<file path="src/rtl/pt_walker.sv">
module pt_walker (
  input  logic        clk,
  input  logic        rst_n,
  input  logic        req_valid,
  output logic        req_ready,
  input  logic [31:0] req_vaddr,
  input  logic        req_write,
  input  logic [31:0] cr3,
  input  logic        pse_en,
  output logic        mem_req,
  output logic        mem_we,
  output logic [31:0] mem_addr,
  output logic [31:0] mem_wdata,
  input  logic        mem_gnt,
  input  logic        mem_rvalid,
  input  logic [31:0] mem_rdata,
  output logic        done,
  output logic        fault,
  output logic [1:0]  fault_cause,
  output logic [39:0] pa,
  output logic        big_page,
  output logic        perm_user,
  output logic        perm_rw
);
  localparam int BP = 0, BRW = 1, BUS = 2, BA = 5, BD = 6, BPS = 7, BRSV = 21;
  localparam logic [1:0] C_NP = 2'd1, C_RSV = 2'd2;

  typedef enum logic [2:0] {S_IDLE, S_RD_DIR, S_WB_DIR, S_RD_TBL, S_WB_FIN, S_DONE, S_FAULT} st_t;
  st_t st;

  logic        issued, wr_q, pse_q, big_q;
  logic [31:0] va_q, pde_q, pte_q;
  logic [19:0] base_q;
  logic [1:0]  cause_q;

  wire [31:0] dir_addr = {base_q, va_q[31:22], 2'b00};
  wire [31:0] tbl_addr = {pde_q[31:12], va_q[21:12], 2'b00};
  wire [31:0] fin      = big_q ? pde_q : pte_q;
  wire [31:0] fin_addr = big_q ? dir_addr : tbl_addr;
  wire [31:0] fin_new  = fin | (32'd1 << BA) | (wr_q ? (32'd1 << BD) : 32'd0);
  wire        rd_st    = (st == S_RD_DIR) || (st == S_RD_TBL);
  wire        got      = issued && mem_rvalid;

  function automatic logic needs_wb(input logic [31:0] e, input logic w);
    return !e[BA] || (w && !e[BD]);
  endfunction

  assign req_ready = (st == S_IDLE);
  assign mem_req   = (rd_st && !issued) || (st == S_WB_DIR) || (st == S_WB_FIN);
  assign mem_we    = (st == S_WB_DIR) || (st == S_WB_FIN);
  assign mem_addr  = (st == S_RD_DIR || st == S_WB_DIR) ? dir_addr :
                     (st == S_RD_TBL) ? tbl_addr : fin_addr;
  assign mem_wdata = (st == S_WB_DIR) ? (pde_q | (32'd1 << BA)) : fin_new;

  assign done        = (st == S_DONE) || (st == S_FAULT);
  assign fault       = (st == S_FAULT);
  assign fault_cause = fault ? cause_q : 2'd0;
  assign big_page    = big_q;
  assign pa          = big_q ? {pde_q[20:13], pde_q[31:22], va_q[21:0]}
                             : {8'h00, pte_q[31:12], va_q[11:0]};
  assign perm_user   = big_q ? pde_q[BUS] : (pde_q[BUS] & pte_q[BUS]);
  assign perm_rw     = big_q ? pde_q[BRW] : (pde_q[BRW] & pte_q[BRW]);

  always_ff @(posedge clk or negedge rst_n) begin
    if (!rst_n) begin
      st      <= S_IDLE;
      issued  <= 1'b0;
      wr_q    <= 1'b0;
      pse_q   <= 1'b0;
      big_q   <= 1'b0;
      va_q    <= '0;
      pde_q   <= '0;
      pte_q   <= '0;
      base_q  <= '0;
      cause_q <= '0;
    end else begin
      if (rd_st && !issued && mem_gnt) issued <= 1'b1;
      unique case (st)
        S_IDLE: if (req_valid) begin
          va_q   <= req_vaddr;
          wr_q   <= req_write;
          base_q <= cr3[31:12];
          pse_q  <= pse_en;
          big_q  <= 1'b0;
          issued <= 1'b0;
          st     <= S_RD_DIR;
        end
        S_RD_DIR: if (got) begin
          issued <= 1'b0;
          pde_q  <= mem_rdata;
          if (!mem_rdata[BP]) begin
            cause_q <= C_NP;
            st      <= S_FAULT;
          end else if (mem_rdata[BPS] && pse_q) begin
            big_q <= 1'b1;
            if (mem_rdata[BRSV]) begin
              cause_q <= C_RSV;
              st      <= S_FAULT;
            end else begin
              st <= needs_wb(mem_rdata, wr_q) ? S_WB_FIN : S_DONE;
            end
          end else begin
            st <= mem_rdata[BA] ? S_RD_TBL : S_WB_DIR;
          end
        end
        S_WB_DIR: if (mem_gnt) st <= S_RD_TBL;
        S_RD_TBL: if (got) begin
          issued <= 1'b0;
          pte_q  <= mem_rdata;
          if (!mem_rdata[BP]) begin
            cause_q <= C_NP;
            st      <= S_FAULT;
          end else begin
            st <= needs_wb(mem_rdata, wr_q) ? S_WB_FIN : S_DONE;
          end
        end
        S_WB_FIN: if (mem_gnt) st <= S_DONE;
        default: st <= S_IDLE;
      endcase
    end
  end
endmodule

</file>
<file path="config.mk">
export PLATFORM = sky130hd
export DESIGN_NAME = pt_walker
export DESIGN_NICKNAME = d
export VERILOG_FILES = /design/src/rtl/pt_walker.sv
export SDC_FILE = /design/constraint.sdc
export NUM_CORES = 1
export LEC_CHECK = 0
export BUFFER_PORTS_ARGS = -buffer_cell sky130_fd_sc_hd__clkbuf_2
export CORE_ASPECT_RATIO = 0.6
export CORE_MARGIN = 4
export CORE_UTILIZATION = 32
export DETAILED_ROUTE_END_ITERATION = 12
export SLEW_MARGIN = 20
export SYNTH_ARGS = -nofsm -noshare
export SYNTH_HDL_FRONTEND = slang
export SYNTH_SLANG_ARGS = --single-unit
export TNS_END_PERCENT = 100
</file>
<file path="constraint.sdc">
create_clock -name clk -period 3.6 [get_ports clk]
set_input_delay 0.36 -clock clk [delete_from_list [all_inputs] [get_ports clk]]
set_output_delay 0.36 -clock clk [all_outputs]
set_load 0.005 [all_outputs]
</file>
==> reports/qor.csv, run 1 <==
stage,metric,value,unit
sta,drv_slew,0,
setup_path,arrival,2.86,ns
global_routing,grt_pass1_vias,4664,
cells_and_area,diodes,0,
cells_and_area,nets,731,
clock_tree,cts_tree,done,
floorplanning,initial_core_util,32.8,%
yosys,avgSynthCellArea,13.6,µm²
sta,setup_tns,0,ns
sta,fmax,310,MHz
yosys,yosysSeqAreaShare,51.7,%
global_routing,grt-ovfl-total,0,
routing,routed_via_density,4.77,
yosys,synth_top_area_share,51.7,%
job,drv_cap,0,
yosys,synth_area,0.00595,mm²
cells_and_area,layout_commonest_cell,clkbuf_2,
min_path,hold_path.class,in -> async,
routing,vias,4198,
setup_path,cp_max_fo,17,
clock_tree,post_cts_buffers,0,
power_and_ir_drop,p_leak,3.67,nW
routing,drt-pass1-iter-count,4,
routing,ant_nets,0,
yosys,synth_flop_cell,dfrtp_1,
yosys,ys_async_sr_fraction,100,%
floorplanning,num_rows,38,
sta,finClkSkew,0.00863,ns
power_and_ir_drop,powerDensity,1040,mW/mm²
clock_tree,clock_latency,0.42,ns
floorplanning,die_x,184,µm
routing,drc,0,
clock_tree,ctsResizeCount,0,
routing,avgRoutedWirePerCell,18.1,µm
setup_path,cp.required,3.24,ns
routing,wirelength,15900,µm
setup_path,critical_path_class,reg -> out,
yosys,synth_top_cell_by_area,dfrtp_1,
clock_tree,holdBufCountCts,0,
sta,min_period,3.22,ns
clock_tree,cts_made_buffers,17,
routing,drtIter0Drc,201,
floorplanning,core_region_area,0.0182,mm²
floorplanning,die_y,114,µm
status,status,"complete, no violations",
sta,tightest_slew,0.944,ns
cells_and_area,stdcell_area,0.00780,mm²
sta,fin_crit_sh,89.6,%
sta,hold_viol,0,
sta,rsz0062_at_grt,false,
power_and_ir_drop,ir_drop,0.000490,V
cells_and_area,layout-drive-gt1-share,63.5,%
yosys,synth_edf_count,0,
cells_and_area,areaGrowthSynthToFinish,31.2,%
clock_tree,cts_buffer_depth,2,
setup_path,r2r_slack,1.33,ns
place,placed_area,0.00713,mm²
clock_tree,cts.sinks,123,
floorplanning,boundaryPins,217,
yosys,yosys-top-cells-area,"dfrtp_1 52%, mux2_2 30%, mux2_1 6.2%, buf_4 2.3%, buf_2 1.5%",
clock_tree,path_clk_slew,0.05,ns
clock_tree,h-tree-depth,4,
floorplanning,fp.dieArea,0.0209,mm²
setup_path,end_kind,output pin,
clock_tree,clockRootBuffer,clkbuf_16,
sta,slew_headroom,37.1,%
yosys,synthCells,437,
place,routabilityCongestion,0.789,
global_routing,grt_pass1_wl,25300,µm
place,port_buffers,201,
sta,setup_viol,0,
yosys,yosys_register_bits,123,
global_routing,antenna_found_initial,0,
setup_path,worstSetupStartpointType,flop,
global_routing,grt_usage,15.6,%
yosys,yosys_warnings,0,
sta,hold_slack,0.0788,ns
place,hpwl,11600,µm
setup_path,r2r_cells,4,
cells_and_area,layout_common_cells,"200 x clkbuf_2, 161 x mux2_2, 122 x dfrtp_1",
global_routing,grt_max_degree,70,
yosys,synth_cell_types,32,
metal layers:
metal / track usage (%) / share of wire (%)
met1: 20.3 / 45
met3: 6.63 / 9.1
met2: 24.1 / 45
met5: 0 / 0
met4: 4.09 / 0.82
critical path, cell delays in order (launching register included):
cell      delay (ns)
dfrtp_1         0.61
nand2b_1        0.22
nor2_1          0.06
buf_4           0.21
nor2_2          0.61
buf_12          0.23
mux2_1          0.37
clkbuf_2        0.13
state kept, by name, summed over array words and instances (netlist names), 2 cells and up:
register and flops:
base_q 20, cause_q 2, pde_q 31, pte_q 31
st 3, va_q 32
worst paths after layout:
path | from | endpoint
worst max-delay path | st[2] | mem_wdata[17]
worst min-delay path | rst_n | pte_q[10]
worst max register to register | st[1] | base_q[5]
worst min register to register | cause_q[1] | cause_q[1]
max in group asynchronous | rst_n | pde_q[2]
min in group clk | req_vaddr[22] | va_q[22]
layout make-up:
type,instances,area (µm²)
Clock buffer,20,447
Timing Repair Buffer,211,1130
Sequential cell,123,3080
Inverter,4,15.0
Tap cell,240,300
Clock inverter,12,195
Fill cell,1679,10400
Multi-Input combinational cell,271,2640
stage by stage:
step / setup slack [ns] / utilization, % / power, mW / cells
5_1_grt: 0.180 / 43.0 / 8.70 / 881
4_1_cts: 0.311 / 42.8 / 8.20 / 880
3_5_place_dp: 0.773 / 39.3 / 6.27 / 848
3_3_place_gp: 0.820 / 39.3 / 6.14 / 848
6_report: 0.375 / 43.0 / 8.12 / 881
2_1_floorplan: 1.87 / - / 4.76 / 438
power by group:
group	switching (mW)	total, mW	internal [mW]
clock network	0.629	1.87	1.24
logic	1.53	3.63	2.10
registers	0.536	2.63	2.09
cells by family (layout without fill, tap and decap cells):
| kind of cell | after synthesis | count (layout) | share of synthesized area, % |
|---|---|---|---|
| AO/OA/AOI/OAI | 29 | 29 | 2.97 |
| flip-flops | 123 | 123 | 51.7 |
| AND/OR/NAND/NOR | 45 | 45 | 4.14 |
| other | 2 | 3 | 0.126 |
| buffers and inverters | 44 | 247 | 4.29 |
| multiplexers | 194 | 194 | 36.7 |
cells in the mapped netlist (all sizes together) (3+ instances only):
master  instances
o21ai           7
nor2           10
and2           10
nand2           4
nor2b           3
clkbuf          4
o21a            4
a31oi           3
dfrtp         123
buf            36
a21oi           8
inv             4
nor3            3
mux2          194
nand3           4
nand2b          4
(Power assumes the default switching activity.)
==> run 2: changes to the inputs <==
ABC_AREA = 1   (was not set)
CORE_MARGIN = 10   (was 4)
RECOVER_POWER = 25   (was not set)
==> reports/qor.csv, run 2 <==
stage,metric,value,unit,change
setup_path,crit_start,st[2],,unchanged
clock_tree,post_cts_buffers,0,,unchanged
yosys,synth_top_cell_by_area,dfrtp_1,,unchanged
setup_path,rr_endpoint,va_q[6],,was base_q[5]
global_routing,antenna_found_initial,0,,unchanged
clock_tree,ctsResizeCount,0,,unchanged
sta,layout_setup_ws,0.548,ns,was 0.375 ns
yosys,synth_top_area_share,49.8,%,was 51.7%
global_routing,grt.busiest_layer,met2,,unchanged
place,port_buffers,201,,unchanged
sta,tightest_slew,2.50,ns,was 0.944 ns
yosys,synth_edf_count,0,,unchanged
clock_tree,cts_buffer_depth,2,,unchanged
floorplanning,core_region_area,0.0190,mm²,was 0.0182 mm²
min_path,hold_depth,3,,
yosys,synthCells,797,,was 437
routing,wirelength,19500,µm,was 15900 µm
global_routing,grt_max_degree,96,,was 70
place,hpwl,14600,µm,was 11600 µm
clock_tree,clockRootBuffer,clkbuf_16,,unchanged
place,placed_area,0.00724,mm²,was 0.00713 mm²
sta,hold_viol,0,,unchanged
floorplanning,fp.dieArea,0.0254,mm²,was 0.0209 mm²
global_routing,grtUsageMet1,20.9,%,was 20.3%
setup_path,cp_max_fo,27,,was 17
global_routing,grt_pass1_vias,5620,,was 4664
clock_tree,holdBufCountCts,0,,unchanged
global_routing,grt-ovfl-total,0,,unchanged
floorplanning,num_rows,39,,was 38
yosys,avgSynthCellArea,7.75,µm²,was 13.6 µm²
floorplanning,initial_core_util,32.5,%,was 32.8%
cells_and_area,finish.utilization,41.3,%,was 43.0%
cells_and_area,nets,1078,,was 731
yosys,yosysMostFrequentCell,nand2_1,,was mux2_2
cells_and_area,regMostFlops,va_q,,unchanged
place,dp_cells,1202,,was 848
cells_and_area,layout_commonest_cell,nand2_1,,was clkbuf_2
setup_path,cp.required,3.24,ns,about the same
sta,slew_headroom,-66.7,%,was 37.1%
cells_and_area,reg.largest.list,"va_q (32), pde_q (31), pte_q (31)",,unchanged
cells_and_area,multiInputGateArea,0.00237,mm²,was 0.00264 mm²
setup_path,arrival,2.69,ns,was 2.86 ns
yosys,synth_area,0.00618,mm²,was 0.00595 mm²
routing,vias,5516,,was 4198
setup_path,r2r_slack,1.35,ns,was 1.33 ns
sta,min_period,3.05,ns,was 3.22 ns
cells_and_area,stdcell_area,0.00784,mm²,was 0.00780 mm²
routing,routed_via_density,4.47,,was 4.77
routing,drt-pass1-iter-count,4,,unchanged
cells_and_area,largest_reg_flops,32,,unchanged
power_and_ir_drop,ir_drop,0.000375,V,was 0.000490 V
routing,avgRoutedWirePerCell,15.8,µm,was 18.1 µm
sta,hold_slack,0.141,ns,was 0.0788 ns
clock_tree,h-tree-depth,4,,unchanged
clock_tree,cts_made_buffers,17,,unchanged
status,violations,"max-capacitance violations, max-slew violations",,
clock_tree,path_clk_slew,0.07,ns,was 0.05 ns
floorplanning,die_y,128,µm,was 114 µm
power_and_ir_drop,fin_total_pwr,7.87,mW,was 8.12 mW
sta,finClkSkew,0.00765,ns,was 0.00863 ns
yosys,yosys_warnings,0,,unchanged
global_routing,grt_usage,15.5,%,was 15.6%
sta,drv_slew,96,,was 0
global_routing,grt_pass1_wl,31000,µm,was 25300 µm
floorplanning,boundaryPins,217,,unchanged
routing,drtIter0Drc,288,,was 201
job,drv_cap,1,,was 0
global_routing,use_met3,5.95,%,was 6.63%
global_routing,met2_usage,23.1,%,was 24.1%
cells_and_area,layout_common_cells,"320 x nand2_1, 201 x clkbuf_2, 123 x dfrtp_1",,"was 200 x clkbuf_2, 161 x mux2_2, 122 x dfrtp_1"
status,status,"complete, but fails checks",,"was complete, no violations"
setup_path,critical_path_class,reg -> out,,unchanged
clock_tree,cts_tree,done,,unchanged
setup_path,worstSetupStartpointType,flop,,unchanged
yosys,synth_cell_types,28,,was 32
clock_tree,cts.sinks,123,,unchanged
yosys,yosys_register_bits,123,,unchanged
routing,drc,0,,unchanged
setup_path,end_kind,output pin,,unchanged
power_and_ir_drop,powerDensity,1000,mW/mm²,was 1040 mW/mm²
yosys,synth_common_cells,"320 x nand2_1, 123 x dfrtp_1, 119 x o21ai_0, 97 x inv_1, 30 x o21ai_2",,"was 161 x mux2_2, 123 x dfrtp_1, 33 x mux2_1, 18 x buf_2, 18 x buf_4"
setup_path,worst_r2r_startpoint,st[1],,unchanged
cells_and_area,num-fill-cells,2012,,was 1679
place,routabilityCongestion,0.837,,was 0.789
power_and_ir_drop,p_leak,4.35,nW,was 3.67 nW
yosys,yosysSeqAreaShare,49.8,%,was 51.7%
sta,rsz0062_at_grt,false,,unchanged
cells_and_area,layout-drive-gt1-share,28.9,%,was 63.5%
cells_and_area,register_area,0.00308,mm²,about the same
yosys,yosys-top-cells-area,"dfrtp_1 50%, nand2_1 19%, o21ai_0 9.6%, inv_1 5.9%, o21ai_2 4.3%",,"was dfrtp_1 52%, mux2_2 30%, mux2_1 6.2%, buf_4 2.3%, buf_2 1.5%"
floorplanning,die_x,199,µm,was 184 µm
yosys,ys_async_sr_fraction,100,%,unchanged
min_path,hold_path.class,in -> reg,,was in -> async
sta,setup_viol,0,,unchanged
routing,ant_nets,0,,unchanged
min_path,hold_start,req_vaddr[16],,
setup_path,r2r_cells,7,,was 4
sta,fin_crit_sh,84.8,%,was 89.6%
yosys,synth_flop_cell,dfrtp_1,,unchanged
setup_path,setup.worst_path.end,mem_wdata[6],,was mem_wdata[17]
cells_and_area,areaGrowthSynthToFinish,26.9,%,was 31.2%
cells_and_area,diodes,0,,unchanged
sta,setup_tns,0,ns,unchanged
clock_tree,clock_latency,0.42,ns,about the same
place,dp_slack,0.914,ns,was 0.773 ns
cells_and_area,stdcell_count,1234,,was 881
sta,fmax,328,MHz,was 310 MHz
run 2: cell count changes after synthesis, moves of 10 or more:
cell	previous run	this run
buf_6	0	12
o21ai_2	0	30
mux2_1	33	0
nand2_1	4	320
inv_1	4	97
o21ai_0	6	119
mux2_2	161	0
clkbuf_1	4	16
buf_2	18	7
and2_1	10	0
run 2: power by group:
group | internal (mW) | switching, mW | leakage [nW]
sequential | 2.05 | 0.408 | 1.53
combinational | 1.43 | 2.24 | 2.52
clock | 1.05 | 0.689 | 0.290
total | 4.53 | 3.34 | 4.35
run 2: cell families (layout without fill, tap and decap cells):
family                 count (synthesis)  count (layout)  share of synthesized area, %
AOI/OAI and AO/OA                    164             164                          15.4
buffers and inverters                154             344                          12.0
DFF                                  123             123                          49.8
other                                  2               3                         0.122
and+or+nand+nor                      354             354                          22.7
run 2: worst min path at each step:
stage | to | slack (ns)
floorplan | base_q[0] | 0.06
global placement | va_q[3] | 0.45
detailed placement | pde_q[0] | 0.46
CTS | pde_q[24] | 0.08
global route | va_q[4] | 0.12
finish | va_q[16] | 0.14
run 2: cell type report:
cell class                      instances  share of cell area [%]
Sequential cell                       123                    39.3
Timing Repair Buffer                  211                    14.1
Clock inverter                         14                    2.06
Multi-Input combinational cell        521                    30.2
Clock buffer                           18                    5.60
Inverter                              101                    4.84
Tap cell                              246                    3.93
run 2: per-layer routing:
layer / part of all wire [%] / vias up
li1: - / 2811
met1: 49 / 2529
met2: 42 / 166
met3: 9.0 / 10
met4: 0.63 / 0
met5: 0 / -
run 2: critical path, cell delays in order, from the launching register on:
cell and delay, ns:
dfrtp_1 0.45, inv_2 0.19, nand3_4 0.29, nand2_1 0.55, clkinv_1 0.42, nand2_1 0.14, nand3_1 0.09, clkbuf_2 0.13
